**src/rtl/plpwm_pkg.sv**
```systemverilog
`timescale 1ns/1ps
// Shared constants for the phase-locked PWM timer group.
// Assumes at most three write targets, so the write select is two bits.
package plpwm_pkg;
    localparam int SEL_W = 2;
    typedef enum logic [SEL_W-1:0] {
        CH_MASTER = 2'd0,
        CH_SLV_A  = 2'd1,
        CH_SLV_B  = 2'd2,
        CH_NONE   = 2'd3
    } ch_sel_e;
endpackage

```
**src/rtl/plpwm_regbank.sv**
```systemverilog
`timescale 1ns/1ps
// Data (reload) registers for the master and every slave.
// Assumes the write select names the master as 0 and slave i as i+1.
// Values are only consumed at load events, so writes never disturb a period.
module plpwm_regbank
    import plpwm_pkg::*;
#(
    parameter int W    = 16,
    parameter int NSLV = 2
) (
    input  logic              clk,
    input  logic              rst_n,
    input  logic              wr_en,
    input  logic [SEL_W-1:0]  wr_ch,
    input  logic [W-1:0]      wr_data,
    output logic [W-1:0]      mst_data,
    output logic [NSLV*W-1:0] slv_data
);
    // Master reload register write.
    always_ff @(posedge clk) begin
        if (!rst_n)
            mst_data <= '0;
        else if (wr_en && wr_ch == CH_MASTER)
            mst_data <= wr_data;
    end

    for (genvar i = 0; i < NSLV; i++) begin : g_slv_reg
        localparam logic [SEL_W-1:0] MY_SEL = SEL_W'(i + 1);
        // Slave i width register write.
        always_ff @(posedge clk) begin
            if (!rst_n)
                slv_data[i*W +: W] <= '0;
            else if (wr_en && wr_ch == MY_SEL)
                slv_data[i*W +: W] <= wr_data;
        end
    end
endmodule

```
**src/rtl/plpwm_run_ctrl.sv**
```systemverilog
`timescale 1ns/1ps
// Shared run flag and count tick for all channels.
// Assumes start and stop are single-cycle pulses. Stop wins over start.
// An edge that carries either trigger is never a count tick.
module plpwm_run_ctrl (
    input  logic clk,
    input  logic rst_n,
    input  logic cnt_en,
    input  logic start_trig,
    input  logic stop_trig,
    output logic load,
    output logic tick
);
    logic running;

    // Run flag: set by start, cleared by stop (stop has priority).
    always_ff @(posedge clk) begin
        if (!rst_n)
            running <= 1'b0;
        else if (stop_trig)
            running <= 1'b0;
        else if (start_trig)
            running <= 1'b1;
    end

    // Load strobe and count tick for this edge.
    always_comb begin
        load = start_trig && !stop_trig;
        tick = running && cnt_en && !start_trig && !stop_trig;
    end
endmodule

```
**src/rtl/plpwm_master.sv**
```systemverilog
`timescale 1ns/1ps
// Master channel: a down-counter that reloads from its data value when a tick
// finds it at zero. That tick is the master event; the period pulse follows it
// by one clock. Assumes load and tick are never high on the same edge.
module plpwm_master #(
    parameter int W = 16
) (
    input  logic         clk,
    input  logic         rst_n,
    input  logic         load,
    input  logic         tick,
    input  logic [W-1:0] data,
    output logic [W-1:0] count,
    output logic         evt,
    output logic         irq
);
    localparam logic [W-1:0] ONE = W'(1);

    // Master event: a tick taken while the counter sits at zero.
    always_comb evt = tick && (count == '0);

    // Counter: load on start, reload at the event, otherwise count down.
    always_ff @(posedge clk) begin
        if (!rst_n)
            count <= '0;
        else if (load)
            count <= data;
        else if (evt)
            count <= data;
        else if (tick)
            count <= count - ONE;
    end

    // Registered period pulse, one clock long per event.
    always_ff @(posedge clk) begin
        if (!rst_n)
            irq <= 1'b0;
        else
            irq <= evt;
    end
endmodule

```
**src/rtl/plpwm_slave.sv**
```systemverilog
`timescale 1ns/1ps
// Slave channel: a one-shot down-counter that the master event restarts.
// The load happens at the event; on the next tick the pin rises and counting
// begins. A tick that finds the counter at zero drops the pin and ends the
// shot. A new event that arrives before zero keeps the pin high, so widths
// of a full period or more stay high without a gap. The timer drives the pin
// only while oe is high; while oe is low the pin takes direct writes.
module plpwm_slave #(
    parameter int W = 16
) (
    input  logic         clk,
    input  logic         rst_n,
    input  logic         restart,
    input  logic         tick,
    input  logic         mevt,
    input  logic [W-1:0] data,
    input  logic         oe,
    input  logic         lvl_we,
    input  logic         lvl_val,
    output logic [W-1:0] count,
    output logic         pin
);
    localparam logic [W-1:0] ONE = W'(1);

    logic pend;       // loaded at an event, waiting for the rising tick
    logic busy;       // counting with the pin active
    logic tmr_upd;    // timer wants to set the pin this edge
    logic tmr_lvl;    // level the timer wants

    // Timer's pin decision for this edge.
    always_comb begin
        tmr_upd = 1'b0;
        tmr_lvl = pin;
        if (restart) begin
            tmr_upd = 1'b0;
        end else if (mevt) begin
            tmr_upd = 1'b1;
            if (data == '0)
                tmr_lvl = 1'b0;
            else if (pend)
                tmr_lvl = 1'b1;
            else if (busy && count == '0)
                tmr_lvl = 1'b0;
            else
                tmr_lvl = pin;
        end else if (tick) begin
            if (pend) begin
                tmr_upd = 1'b1;
                tmr_lvl = 1'b1;
            end else if (busy && count == '0) begin
                tmr_upd = 1'b1;
                tmr_lvl = 1'b0;
            end
        end
    end

    // Shot state and counter sequencing.
    always_ff @(posedge clk) begin
        if (!rst_n) begin
            count <= '0;
            pend  <= 1'b0;
            busy  <= 1'b0;
        end else if (restart) begin
            pend <= 1'b0;
            busy <= 1'b0;
        end else if (mevt) begin
            count <= data;
            pend  <= (data != '0);
            busy  <= 1'b0;
        end else if (tick) begin
            if (pend) begin
                count <= count - ONE;
                pend  <= 1'b0;
                busy  <= 1'b1;
            end else if (busy) begin
                if (count == '0)
                    busy <= 1'b0;
                else
                    count <= count - ONE;
            end
        end
    end

    // Pin register: timer while enabled, direct writes while disabled.
    always_ff @(posedge clk) begin
        if (!rst_n)
            pin <= 1'b0;
        else if (oe && tmr_upd)
            pin <= tmr_lvl;
        else if (!oe && lvl_we)
            pin <= lvl_val;
    end
endmodule

```
**src/rtl/phase_locked_pwm.sv**
```systemverilog
`timescale 1ns/1ps
// Top of the phase-locked PWM timer group: one master channel sets the
// period and NSLV slave channels each drive one PWM pin. Assumes cnt_en is
// already synchronous to clk and that NSLV is at most 3 (two-bit select).
module phase_locked_pwm
    import plpwm_pkg::*;
#(
    parameter int W    = 16,
    parameter int NSLV = 2
) (
    input  logic              clk,
    input  logic              rst_n,
    input  logic              cnt_en,
    input  logic              start_trig,
    input  logic              stop_trig,
    input  logic              wr_en,
    input  logic [SEL_W-1:0]  wr_ch,
    input  logic [W-1:0]      wr_data,
    input  logic [NSLV-1:0]   out_en,
    input  logic              lvl_we,
    input  logic [NSLV-1:0]   lvl_val,
    output logic [W-1:0]      mst_count,
    output logic [NSLV*W-1:0] slv_count,
    output logic              period_irq,
    output logic [NSLV-1:0]   pwm_out
);
    logic [W-1:0]      mst_data;
    logic [NSLV*W-1:0] slv_data;
    logic              load;
    logic              tick;
    logic              mevt;

    plpwm_regbank #(.W(W), .NSLV(NSLV)) regs_i (
        .clk      (clk),
        .rst_n    (rst_n),
        .wr_en    (wr_en),
        .wr_ch    (wr_ch),
        .wr_data  (wr_data),
        .mst_data (mst_data),
        .slv_data (slv_data)
    );

    plpwm_run_ctrl ctrl_i (
        .clk        (clk),
        .rst_n      (rst_n),
        .cnt_en     (cnt_en),
        .start_trig (start_trig),
        .stop_trig  (stop_trig),
        .load       (load),
        .tick       (tick)
    );

    plpwm_master #(.W(W)) mst_i (
        .clk   (clk),
        .rst_n (rst_n),
        .load  (load),
        .tick  (tick),
        .data  (mst_data),
        .count (mst_count),
        .evt   (mevt),
        .irq   (period_irq)
    );

    for (genvar i = 0; i < NSLV; i++) begin : g_slv
        plpwm_slave #(.W(W)) slv_i (
            .clk     (clk),
            .rst_n   (rst_n),
            .restart (load),
            .tick    (tick),
            .mevt    (mevt),
            .data    (slv_data[i*W +: W]),
            .oe      (out_en[i]),
            .lvl_we  (lvl_we),
            .lvl_val (lvl_val[i]),
            .count   (slv_count[i*W +: W]),
            .pin     (pwm_out[i])
        );
    end
endmodule

```
**config.mk**
```make
export PLATFORM = sky130hd
export DESIGN_NAME = phase_locked_pwm
export DESIGN_NICKNAME = d
export VERILOG_FILES = /design/src/rtl/plpwm_pkg.sv /design/src/rtl/plpwm_regbank.sv /design/src/rtl/plpwm_run_ctrl.sv /design/src/rtl/plpwm_master.sv /design/src/rtl/plpwm_slave.sv /design/src/rtl/phase_locked_pwm.sv
export SDC_FILE = /design/constraint.sdc
export NUM_CORES = 1
export LEC_CHECK = 0
export BUFFER_PORTS_ARGS = -buffer_cell sky130_fd_sc_hd__buf_2
export CAP_MARGIN = 20
export CELL_PAD_IN_SITES_DETAIL_PLACEMENT = 2
export CELL_PAD_IN_SITES_GLOBAL_PLACEMENT = 2
export CORE_UTILIZATION = 30
export DETAILED_ROUTE_END_ITERATION = 8
export PLACE_DENSITY_LB_ADDON = 0.1
export SLEW_MARGIN = 20
export SYNTH_ARGS = -nofsm -noshare
export SYNTH_HDL_FRONTEND = slang
export SYNTH_SLANG_ARGS = --single-unit
```
**constraint.sdc**
```tcl
create_clock -name clk -period 3.2 [get_ports clk]
set_input_delay 0.8 -clock clk [delete_from_list [all_inputs] [get_ports clk]]
set_output_delay 0.8 -clock clk [all_outputs]
set_load 0.05 [all_outputs]
```
==> results by group <==
Clock tree
  • CTS H-Tree Depth: 3
  • Post-CTS setup buffer count: 0
  • Root Buffer: clkbuf_16
  • Clk buf depth: 2
  • CTS sink cnt: roughly 100
  • CTS hold repair buffers: 0
  • Clk_lat worst skew: roughly 350 ps
  • CTS tree: yes
  • Clock Pin Slew Worst Setup and Hold Paths: 70 ps
  • Post-CTS Resized: 0
  • Cts bufs inserted: 9

Logic synthesis
  • Post-synthesis cell count: 660
  • Synth cell types: slightly above 60
  • Cell Area, Synth: 5174 um2
  • Post-synthesis sequential area ratio: 0.4024
  • Mapped Avg Cell Area: 7.839 um2
  • Synth warn: 0
  • Ys async rst share: 0
  • Synth Net Count: 695
  • Number of flops mapped to enable cells by yosys: 0
  • Ys flop type: dfxtp_1
  • #FFs+latches synth: around 100

GRT
  • Met1 Resource Use GR: 0.3344
  • Met2 Usage GRT: 0.3805
  • Largest net degree at the start of global routing: 73
  • GRT met3 Usage: 0.03196
  • Antenna violations before repair: 0
  • Global-route wire length before repair: 32680 um
  • Grt total ovfl: 0
  • Via count of the first global-routing pass: roughly 5600
  • GR Util All Layers: 0.2385
  • Most Used Layer, Global Route: met2

Pwr
  • Net Sw Frac: 0.2943
  • Total power: approximately 2900 uW
  • Clock group share of total power: 0.371
  • Pwr per Cell Area: 469.9 nW/um2
  • Sequential share of power: 0.479
  • Combinational power share: 0.150
  • Static leakage: 0.002378 uW
  • P_int: 2031 uW
  • Sw Pwr: 847.0 uW
  • Worst ir drop on vdd: roughly 240 uV

Final layout
  • Util after Layout: 0.3666
  • Finished Layout Cells: 955
  • Area Overhead vs Synth: 18.36%
  • # diodes: 0
  • Layout cells sized above 1: 0.1755
  • # fillers: about 2000
  • Nets@finish: 766
  • Area of the multi-input gates: 2905 um2
  • FF+latch area: 2082 um2

Routing
  • Post-route ant nets: 0
  • DRT Pass-1 Iters: 4
  • DRC: 0
  • Final wirelength: slightly above 20000 um
  • Via density per instance: 5.645
  • Starting DRT DRC Count: about 250
  • Drt wl/cell: ~21 um
  • Vias: approximately 5400

Critical path
  • Slowest stage delay, CP: 610 ps
  • CP bufs+invs: 1
  • CP endpoint kind: flip-flop
  • RR Startpoint: mst_i.count[1]$_SDFFE_PN0P_
  • Critical-path cell list: inv_1 > ha_1 > or4b_1 > or4_4 > o21ai_4 > a22oi_1 > o32ai_1
  • Worst Path Required: 3460 ps
  • Critical path's top delay family: simple AND/OR/NAND/NOR gates
  • Setup crit start: mst_i.count[1]$_SDFFE_PN0P_
  • CP Max Fanout: 17
  • Crit-path slowest cell: or4_4
  • Crit path launch type: flip-flop
  • Worst path arrival time: roughly 3000 ps
  • Crit Path Class: flip-flop to flip-flop

Run
  • Max Cap Viol: 0

Floorplanning
  • Ports: 80
  • Die Span Y: 133.3 um
  • DIE AREA: 17770 um2
  • Die width: ~130 um
  • Initial Util: 0.3098
  • Row count: 47
  • Core box area: 16700 um2

STA
  • Final Max Tran Viols: 0
  • Clock Skew: 9.668 ps
  • Number of setup violations in the final report: 0
  • Relative slew slack: 0.3025
  • Tmin final: 2745 ps
  • Worst Max-Slew Pin Slew: approximately 1000 ps
  • Hold violation count in the final report: 0
  • RSZ-0062 raised after global routing: false
  • Final Cycle Share: 0.8577
  • Final setup TNS: 0 ps
  • Fmax: 364.4 MHz

Worst hold path
  • HP Class: flip-flop to flip-flop
  • Min-delay src: regs_i.mst_data[1]$_SDFFE_PN0P_

Placed design
  • Placer Congestion: 0.8476
  • Number of port buffers: 79
  • DPL Wire Length: 15600 um
  • Placed insts: 940

Run status
  • Outcome: finished clean
[synthesized netlist by cell type, drive strengths merged, types with 3 or more instances]
library cell	count	share of area
or3	11	0.013
o22ai	4	0.0048
o211ai	11	0.016
xor2	5	0.0085
nand3b	3	0.0044
or4	14	0.022
clkbuf	29	0.021
a21oi	79	0.076
or4b	4	0.0077
inv	11	0.0080
nor4	23	0.031
a211oi	6	0.0087
o311ai	9	0.015
dfxtp	104	0.40
nor4b	4	0.0068
nor3	18	0.017
nand4b	4	0.0068
o21ai	25	0.027
nand3	28	0.027
o31ai	4	0.0058
nand2b	4	0.0048
and4	3	0.0051
a22oi	9	0.013
xnor2	8	0.014
mux2	3	0.0065
buf	10	0.0099
a311oi	4	0.0068
nand2	129	0.094
nor2	38	0.029
a31oi	9	0.011
ha	6	0.015
nand4	12	0.016
[per-layer routing]
layer,vias to the layer above,routed length (um),share of wire
met5,-,0,0
met4,0,338,0.016
met3,22,766,0.037
met2,92,9698,0.47
met1,2701,9712,0.47
li1,2576,-,-
[cell type report]
class,instances,share of cell area
multi-input cells,506,0.4745
flip-flops and latches,104,0.3400
inverters,11,0.006743
well taps,220,0.04495
clock inverters,3,0.002861
repair buffers,99,0.08909
clock buffers,12,0.04189
[power groups by stage]
stage	clock network [uW]	logic [uW]	registers, uW
floorplan	0	240	1430
CTS	1090	433	1380
global route	1140	468	1380
global placement	0	415	1410
finish	1070	430	1380
detailed placement	0	430	1410
[sequential cells by signal, indices dropped and copies added (netlist names), 2 cells and up]
signal             cells
g_slv.slv_i.count     32
mst_i.count           16
g_slv.slv_i.pin        2
g_slv.slv_i.busy       2
regs_i.mst_data       16
regs_i.slv_data       32
g_slv.slv_i.pend       2
[path summary, 6_finish.rpt]
| check | endpoint | slack (ps) | cells past startpoint |
|---|---|---|---|
| max | mst_i.count[10]$_SDFFE_PN0P_ | 460 | 7 |
| min | regs_i.mst_data[1]$_SDFFE_PN0P_ | 460 | 2 |
| max reg2reg | mst_i.count[10]$_SDFFE_PN0P_ | 460 | 7 |
| min reg2reg | regs_i.mst_data[1]$_SDFFE_PN0P_ | 460 | 2 |
[logic make-up (layout without fill, tap and decap cells)]
| kind of cell | count (synthesis) | after routing | share of synthesized area |
|---|---|---|---|
| AOI/OAI and AO/OA | 172 | 172 | 0.2051 |
| xor gates and xnor gates | 13 | 13 | 0.02201 |
| adders and majority gates | 6 | 6 | 0.01451 |
| DFF | 104 | 104 | 0.4024 |
| buffers and inverters | 50 | 125 | 0.03894 |
| muxes | 5 | 5 | 0.01040 |
| and+or+nand+nor | 310 | 310 | 0.3066 |
[placed cells by master, fill, tap and decap left out, drive strengths merged, types with 9 or more instances in the layout]
cell / count
nand4: 12
o21ai: 25
nand2: 129
or3: 11
dfxtp: 104
nand3: 28
clkbuf: 12
or4: 14
a22oi: 9
buf: 99
o211ai: 11
nor4: 23
a31oi: 9
nor2: 38
inv: 11
o311ai: 9
nor3: 18
a21oi: 79
[metrics by stage]
step	cell area [um2]	hold slack [ps]	setup WS (ps)
after global routing	6123	496.2	269.0
after detailed placement	5849	454.6	329.0
final	6123	458.7	455.4
after global placement	5849	452.8	379.8
after CTS	6123	463.4	422.8
after floorplan	5174	433.2	617.1
[worst reg2reg max path, cell delays in order, from the launching register on]
cell     delay, ps
dfxtp_1        390
inv_1          120
ha_1           160
or4b_1         550
or4_4          610
o21ai_4        430
a22oi_1        170
o32ai_1        230
(Power assumes the default switching activity.)
